===== config.mk =====
export PLATFORM = sky130hd
export DESIGN_NAME = bcast_timer
export DESIGN_NICKNAME = d
export VERILOG_FILES = /design/src/rtl/bct_pkg.sv /design/src/rtl/bct_regfile.sv /design/src/rtl/bct_counter.sv /design/src/rtl/bct_status.sv /design/src/rtl/bcast_timer.sv
export SDC_FILE = /design/constraint.sdc
export NUM_CORES = 1
export LEC_CHECK = 0
export BUFFER_PORTS_ARGS = -buffer_cell sky130_fd_sc_hd__buf_2
export CAP_MARGIN = 20
export CORE_MARGIN = 1
export CORE_UTILIZATION = 40
export CTS_CLUSTER_SIZE = 30
export DETAILED_ROUTE_END_ITERATION = 10
export GPL_TIMING_DRIVEN = 1
export HOLD_SLACK_MARGIN = 0.1
export MAX_ROUTING_LAYER = met4
export PLACE_DENSITY = 0.61
export SYNTH_ARGS = -nofsm -noshare
export SYNTH_HDL_FRONTEND = slang
export SYNTH_SLANG_ARGS = --single-unit

===== constraint.sdc =====
create_clock -name clk -period 3.9 [get_ports clk]
set_clock_uncertainty 0.15 [all_clocks]
set_input_delay 0.195 -clock clk [delete_from_list [all_inputs] [get_ports clk]]
set_output_delay 0.195 -clock clk [all_outputs]
set_load 0.01 [all_outputs]

===== src/rtl/bct_pkg.sv =====
package bct_pkg;

  localparam logic [7:0] LOAD_BASE = 8'h00;
  localparam logic [7:0] CTRL_ADDR = 8'h10;
  localparam logic [7:0] STAT_ADDR = 8'h18;

  // bit 2: unmask, bit 1: single-shot, bit 0: enable
  typedef struct packed {
    logic ie;
    logic oneshot;
    logic en;
  } ctrl_t;

  function automatic ctrl_t ctrl_decode(input logic [2:0] bits);
    ctrl_t c;
    c.ie      = bits[2];
    c.oneshot = bits[1];
    c.en      = bits[0];
    return c;
  endfunction

  function automatic logic [2:0] ctrl_encode(input ctrl_t c);
    return {c.ie, c.oneshot, c.en};
  endfunction

  function automatic logic [7:0] word_offset(input int idx);
    return LOAD_BASE + 8'(4 * idx);
  endfunction

endpackage


===== src/rtl/bct_regfile.sv =====
module bct_regfile
  import bct_pkg::*;
#(
  parameter int DATA_W = 32,
  parameter int LOAD_W = 64,
  parameter int ADDR_W = 8
) (
  input  logic              clk,
  input  logic              rst_n,
  input  logic              bus_sel,
  input  logic              bus_we,
  input  logic [ADDR_W-1:0] bus_addr,
  input  logic [DATA_W-1:0] bus_wdata,
  input  logic              status_q,
  output logic [DATA_W-1:0] bus_rdata,
  output logic [LOAD_W-1:0] load_val,
  output ctrl_t             ctrl,
  output logic              start_evt,
  output logic              clr_evt
);
  localparam int HALVES = LOAD_W / DATA_W;

  logic wr;
  logic ctrl_hit;
  logic stat_hit;
  logic [HALVES-1:0] word_hit;

  assign wr       = bus_sel & bus_we;
  assign ctrl_hit = (bus_addr == ADDR_W'(CTRL_ADDR));
  assign stat_hit = (bus_addr == ADDR_W'(STAT_ADDR));

  genvar g;
  generate
    for (g = 0; g < HALVES; g++) begin : g_word
      logic [DATA_W-1:0] q;
      assign word_hit[g] = (bus_addr == ADDR_W'(word_offset(g)));
      always_ff @(posedge clk or negedge rst_n) begin
        if (!rst_n)                q <= '0;
        else if (wr && word_hit[g]) q <= bus_wdata;
      end
      assign load_val[g*DATA_W +: DATA_W] = q;
    end
  endgenerate

  always_ff @(posedge clk or negedge rst_n) begin
    if (!rst_n)              ctrl <= '0;
    else if (wr && ctrl_hit) ctrl <= ctrl_decode(bus_wdata[2:0]);
  end

  assign start_evt = wr && ctrl_hit && bus_wdata[0] && !ctrl.en;
  assign clr_evt   = wr && stat_hit && bus_wdata[0];

  always_comb begin
    bus_rdata = '0;
    for (int i = 0; i < HALVES; i++) begin
      if (word_hit[i]) bus_rdata = load_val[i*DATA_W +: DATA_W];
    end
    if (ctrl_hit) bus_rdata = DATA_W'(ctrl_encode(ctrl));
    if (stat_hit) bus_rdata = DATA_W'(status_q);
  end

endmodule


===== src/rtl/bct_counter.sv =====
module bct_counter
  import bct_pkg::*;
#(
  parameter int LOAD_W = 64
) (
  input  logic              clk,
  input  logic              rst_n,
  input  ctrl_t             ctrl,
  input  logic [LOAD_W-1:0] load_val,
  input  logic              start_evt,
  output logic [LOAD_W-1:0] count,
  output logic              armed,
  output logic              expire_evt
);
  logic at_zero;
  assign at_zero    = (count == '0);
  assign expire_evt = ctrl.en && armed && at_zero;

  always_ff @(posedge clk or negedge rst_n) begin
    if (!rst_n) begin
      count <= '0;
      armed <= 1'b0;
    end else if (start_evt) begin
      count <= load_val;
      armed <= 1'b1;
    end else if (expire_evt) begin
      if (ctrl.oneshot) armed <= 1'b0;
      else              count <= load_val;
    end else if (ctrl.en && armed) begin
      count <= count - 1'b1;
    end
  end

endmodule


===== src/rtl/bct_status.sv =====
module bct_status
  import bct_pkg::*;
(
  input  logic  clk,
  input  logic  rst_n,
  input  ctrl_t ctrl,
  input  logic  expire_evt,
  input  logic  clr_evt,
  output logic  status_q,
  output logic  irq
);
  always_ff @(posedge clk or negedge rst_n) begin
    if (!rst_n)          status_q <= 1'b0;
    else if (expire_evt) status_q <= 1'b1;
    else if (clr_evt)    status_q <= 1'b0;
  end

  assign irq = status_q & ctrl.ie;

endmodule


===== src/rtl/bcast_timer.sv =====
module bcast_timer
  import bct_pkg::*;
#(
  parameter int DATA_W = 32,
  parameter int LOAD_W = 64,
  parameter int ADDR_W = 8
) (
  input  logic              clk,
  input  logic              rst_n,
  input  logic              bus_sel,
  input  logic              bus_we,
  input  logic [ADDR_W-1:0] bus_addr,
  input  logic [DATA_W-1:0] bus_wdata,
  output logic [DATA_W-1:0] bus_rdata,
  output logic              irq
);
  ctrl_t             ctrl;
  logic [LOAD_W-1:0] load_val;
  logic [LOAD_W-1:0] count;
  logic              armed;
  logic              start_evt;
  logic              clr_evt;
  logic              expire_evt;
  logic              status_q;

  bct_regfile #(.DATA_W(DATA_W), .LOAD_W(LOAD_W), .ADDR_W(ADDR_W)) u_regs (
    .clk(clk), .rst_n(rst_n), .bus_sel(bus_sel), .bus_we(bus_we),
    .bus_addr(bus_addr), .bus_wdata(bus_wdata), .status_q(status_q),
    .bus_rdata(bus_rdata), .load_val(load_val), .ctrl(ctrl),
    .start_evt(start_evt), .clr_evt(clr_evt)
  );

  bct_counter #(.LOAD_W(LOAD_W)) u_cnt (
    .clk(clk), .rst_n(rst_n), .ctrl(ctrl), .load_val(load_val),
    .start_evt(start_evt), .count(count), .armed(armed),
    .expire_evt(expire_evt)
  );

  bct_status u_stat (
    .clk(clk), .rst_n(rst_n), .ctrl(ctrl), .expire_evt(expire_evt),
    .clr_evt(clr_evt), .status_q(status_q), .irq(irq)
  );

endmodule


=== Yosys cells after proc, flatten, opt, wreduce, memory -nomap -nowiden ===
Cells that the tools add are included.

* Bitwise gates (word level): 2
* Order comparisons: 0
* Shift-type cells: 0
* Equal/unequal tests: 4
* Add/sub/neg operators: 1
* Divide/modulo/power cells: 0
* Multipliers: 0
* Multiplexer cells: 13
* Reduce and logical (&&, ||, !) cells: 18

{| class="wikitable"
|+ Operators with widths
! operator !! number
|-
| two-way mux 64 bit || 4
|-
| two-way mux 32 bit || 4
|-
| zero test 64 bit || 1
|-
| subtractor 64 x 1 -> 64 bit (second input constant) || 1
|-
| == test 8 x 5 -> 1 bit (second input constant) || 2
|-
| logical AND 1 bit || 9
|-
| == test 8 x 3 -> 1 bit (second input constant) || 1
|-
| zero test 8 bit || 1
|-
| nonzero test 2 bit || 3
|-
| two-way mux 1 bit || 5
|-
| AND reduction 2 bit || 2
|-
| != test 3 bit (second input constant) || 1
|-
| nonzero test 3 bit || 1
|-
| AND 1 bit || 2
|-
| zero test 1 bit || 1
|}

* Output and inout port bits: 33
* Bits in latches: 0
* Logic and storage cells: 46
* Register bits: 133
* RAM bits: 0
* ROM bits: 0
* Memories kept: 0

=== Logic depth before layout (Yosys ltp) ===
* Word-level depth: 6
* Depth in mapped cells: 11
* Depth with buffers taken out: 8

=== Modules after synthesis ===
From an unflattened synthesis, not the netlist that was laid out.

* Cell total of the unflattened synthesis: 750
* Area total of the unflattened synthesis: 7279.5 um^2

{| class="wikitable"
|+ By module, submodules not included
! module !! area each (um^2) !! times used !! cells each
|-
| bct_counter || 4267.8 || 1 || 540
|-
| bct_regfile || 2969.1 || 1 || 206
|-
| bct_status || 42.5 || 1 || 4
|}

=== Least setup slack after synthesis ===
No wires, ideal clock.

* Kind: register -> register
* Start point: reg u_cnt.count[0]
* End point: reg u_cnt.count[15]
* Path slack: 0.743 ns
* Setup time: 0.138 ns
* Clock period less this slack: 3.157 ns
* Buffers on the path: 2
* Arrival: 2.869 ns
* Required time: 3.612 ns
* Stages on the path, launching flop included: 11
* Cells stage by stage: dfrtp_1 > inv_1 > ha_1 > or4b_1 > or2_2 > clkbuf_1 > nor4_4 > a21oi_2 > buf_2 > a222oi_1 > o21ai_0

* Cells in the longest elaborated chain, start to end: 4

{| class="wikitable"
|+ Ends and longest elaborated chain
! item !! RTL line !! RTL
|-
| start: declaration || bct_counter.sv:11 || <nowiki>output logic [LOAD_W-1:0] count,</nowiki>
|-
| start signal: assignment || bct_counter.sv:24 || <nowiki>count <= load_val;</nowiki>
|-
| start signal: assignment || bct_counter.sv:28 || <nowiki>else count <= load_val;</nowiki>
|-
| start signal: assignment || bct_counter.sv:30 || <nowiki>count <= count - 1'b1;</nowiki>
|-
| subtractor 64 x 1 -> 64 bit / zero test 64 bit (equally long branches) || bct_counter.sv:30, bct_counter.sv:16 ||
|-
| two-way mux 64 bit / logical AND 1 bit (equally long branches) || bct_counter.sv:29, bct_counter.sv:17 ||
|-
| two-way mux 64 bit (tied with other cells) || bct_counter.sv:26 || <nowiki>end else if (expire_evt) begin</nowiki>
|-
| two-way mux 64 bit / AND reduction 2 bit (equally long branches) || - ||
|}

Parallel ways exist; a longest one is shown, timed or not. The select of a mux whose other input is x is not followed.
A chain may end at the register's enable or synchronous reset.

=== Worst setup path after layout ===
* Start point: reg u_cnt.count[40]
* End point: reg u_cnt.count[59]

The elaborated chain is that of the path after synthesis.

==> summary.md <==
| Metric | Value |
|---|---|
| Critical Path RT | `4080 ps` |
| Hold violation total from the final report | `0` |
| Synth area leader | `dfrtp_1` |
| Initial Util | `40.9%` |
| Dpl hpwl | `15900 um` |
| Io pins | `77` |
| Clk slew on worst S/H paths | `60 ps` |
| Xor and xnor area share after synthesis | `0%` |
| RR Startpoint | `u_cnt.count[40]` |
| Initial antenna violation count | `0` |
| Headroom to the max-slew limit | `38.0%` |
| Fin Setup TNS | `0 ps` |
| Worst Hold Class | `in -> reg` |
| Worst VDD drop | `304 uV` |
| Antenna-violating nets left | `0` |
| Final Max Tran Viols | `0` |
| Post-cts resize count | `0` |
| Ant diodes | `0` |
| DRC | `0` |
| CTS root buf | `clkbuf_16` |
| WS Path Type | `reg -> reg` |
| Number of I/O port buffers | `76` |
| Min-delay src | `bus_addr[5]` |
| Global route overflow | `0` |
| Async SR Flop Fraction | `100%` |
| Post-synthesis simple-gate area fraction | `17.5%` |
| Cell chain of the critical path | `or4_1 > or4_1 > nor3_1 > a31o_2 > nand2_1 > buf_4 > a221oi_1` |
| Post-route cell area | `9410 um2` |
| Worst Setup SP | `u_cnt.count[40]` |
| Commonest non-fill, non-tap cell in the layout | `dfrtp_1` |
| Worst-Margin Slew | `921 ps` |
| Max FO, Critical Path | `13` |
| Nets@finish | `922` |
| Adder-cell share of the synthesized area | `0.164%` |
| Placed Area | `8460 um2` |
| CORE AREA | `18700 um2` |
| Post-synth EDFFs | `0` |
| Pwr/cell area | `345 nW/um2` |
| Area Growth Syn to Fin | `23.0%` |
| Post-Syn Instances | `766` |
| Clock Latency Late Sink | `430 ps` |
| Final setup vio count | `0` |
| Crit-path max cell delay | `670 ps` |
| Chip height | `140 um` |
| Routed len/inst | `21.4 um` |
| Crit share post-route | `89.6%` |
| First-pass GRT wire length | `38300 um` |
| Critical path arrival | `3670 ps` |
| Synth Warn # | `0` |
| Drt total wl | `24000 um` |
| Deepest clock path buffer count | `2` |
| Total CTS buffers | `17` |
| Slowest-stage cell, CP | `or4_1` |
| CTS sink count | `133` |
| Share of layout cells above drive strength 1 | `26.9%` |
| Setup crit end kind | `register` |
| Delay-heaviest family, CP | `simple AND/OR/NAND/NOR gates` |
| DRT Pass-1 Iters | `5` |
| R2r setup slk | `410 ps` |
| Post-layout min period | `3490 ps` |
| Number of H-tree levels | `4` |
| Placement Rows | `50` |
| Bufs and invs on worst path | `1` |
| Vias in the first global route | `6913` |
| GR Util All Layers | `26.1%` |
| Main area contributors after synthesis | `dfrtp_1, mux2_2, a22o_1` |
| CP most frequent cell | `or4_1` |
| Die W | `140 um` |
| Ys flop type | `dfrtp_1` |
| Seq/Total Area, Yosys | `43.5%` |
| Synthesized area | `7650 um2` |
| Netlist cell types | `63` |
| Main combinational cell family by area after synthesis | `compound AO/OA/AOI/OAI gates` |
| Yosys top cell area share | `43.5%` |
| Status | `finished clean` |
| Compound-Gate Fraction of Synth Area | `21.5%` |
| Most frequent cells in the layout | `dfrtp_1, buf_2, mux2_2, nor2_1, nor3_1` |
| Synthesized area per cell | `9.99 um2` |
| Die area | `19700 um2` |
| Largest net degree at the start of global routing | `95` |
| MaxCap Viol Count | `0` |
| #FFs+latches synth | `133` |
| Post-synthesis mux area share | `13.3%` |
| RSZ-0062 raised after global routing | `no` |
| CTS tree | `done` |
| Highest Clock Rate | `286 MHz` |
| Net Count, Synth | `811` |
| Via count of the routed design | `7123` |
| Leak | `4.16 nW` |
| Detailed Route Iter0 Violations | `716` |
| Crit start category | `register` |
| GP Congestion | `0.919` |
| DR vias/cell | `6.34` |
## flip-flops by register name (all words and copies together) (netlist names)
name and count:
u_cnt.armed 1, u_cnt.count 64, u_regs.ctrl 3, u_regs.g_word.q 64
u_stat.status_q 1
## routing by layer
layer	share of wire, %	GRT usage [%]	up-vias
li1	-	-	3252
met1	46	34.7	3553
met2	46	39.5	271
met3	5.5	4.34	47
met4	2.6	11.1	0
met5	0	-	-
## per-stage QoR
stage	utilization (%)	power (mW)	cells	worst slack, ps	hold WS [ps]
after floorplan	-	1.52	766	743	-251
after global placement	45.2	1.62	1056	561	210
after detailed placement	45.2	1.63	1056	404	210
after CTS	50.3	3.27	1124	431	247
after global routing	50.3	3.36	1124	195	315
final	50.3	3.24	1124	407	262
## logic make-up after synthesis
group / Yosys count
and+or+nand+nor: 251
AOI/OAI and AO/OA: 214
buffers and inverters: 75
DFF: 133
muxes: 92
adders and majority gates: 1
## path summary, 6_finish.rpt
| check | to | cells past startpoint |
|---|---|---|
| worst max-delay path | u_cnt.count[59] | 7 |
| worst min register to register | u_cnt.armed | 1 |
| worst max register to register | u_cnt.count[59] | 7 |
| min in group asynchronous | u_regs.g_word[0].q[13] | 2 |
| worst min-delay path | u_stat.status_q | 4 |
| max in group asynchronous | u_cnt.count[2] | 3 |
## area by class of cell
cell class              count  area [um2]
repair buffers            152        1070
flip-flops and latches    133        3330
clock inverters            12         129
inverters                  15        56.3
clock buffers              20         467
well taps                 234         293
multi-input cells         558        4070
fillers                  1708        9290
## report_power, final
part	switching [mW]	internal [mW]
Sequential	0.0263	1.40
Combinational	0.110	0.0901
Clock	0.627	0.987
## Yosys cell counts (5+ instances only)
cell / number
inv_1: 15
or4_1: 7
dfrtp_1: 133
nand2_1: 37
clkbuf_1: 40
a221oi_1: 8
a32oi_1: 9
nor2_1: 50
o211ai_1: 7
nand3_1: 26
nand4_1: 14
nor4_1: 25
a22o_1: 35
o2bb2ai_1: 19
buf_2: 12
mux2_2: 72
or3_1: 18
o21ai_0: 10
mux2i_1: 19
a22oi_1: 31
o22ai_1: 35
a211oi_1: 7
nor3_1: 41
a21oi_1: 12
o22a_1: 5
and3_1: 7
buf_1: 6
## worst reg2reg max path: cells and delay by family (launching register included)
family,cells,cell delay (ps)
AO/OA/AOI/OAI,2,770
buffers and inverters,1,210
flip-flops,1,420
AND/OR/NAND/NOR,4,1850
## what timing repair did
item	in CTS	in global routing
buffers inserted	0	0
hold buffers	36	0
endpoints found under the hold margin	160	0
(Power assumes the default switching activity.)
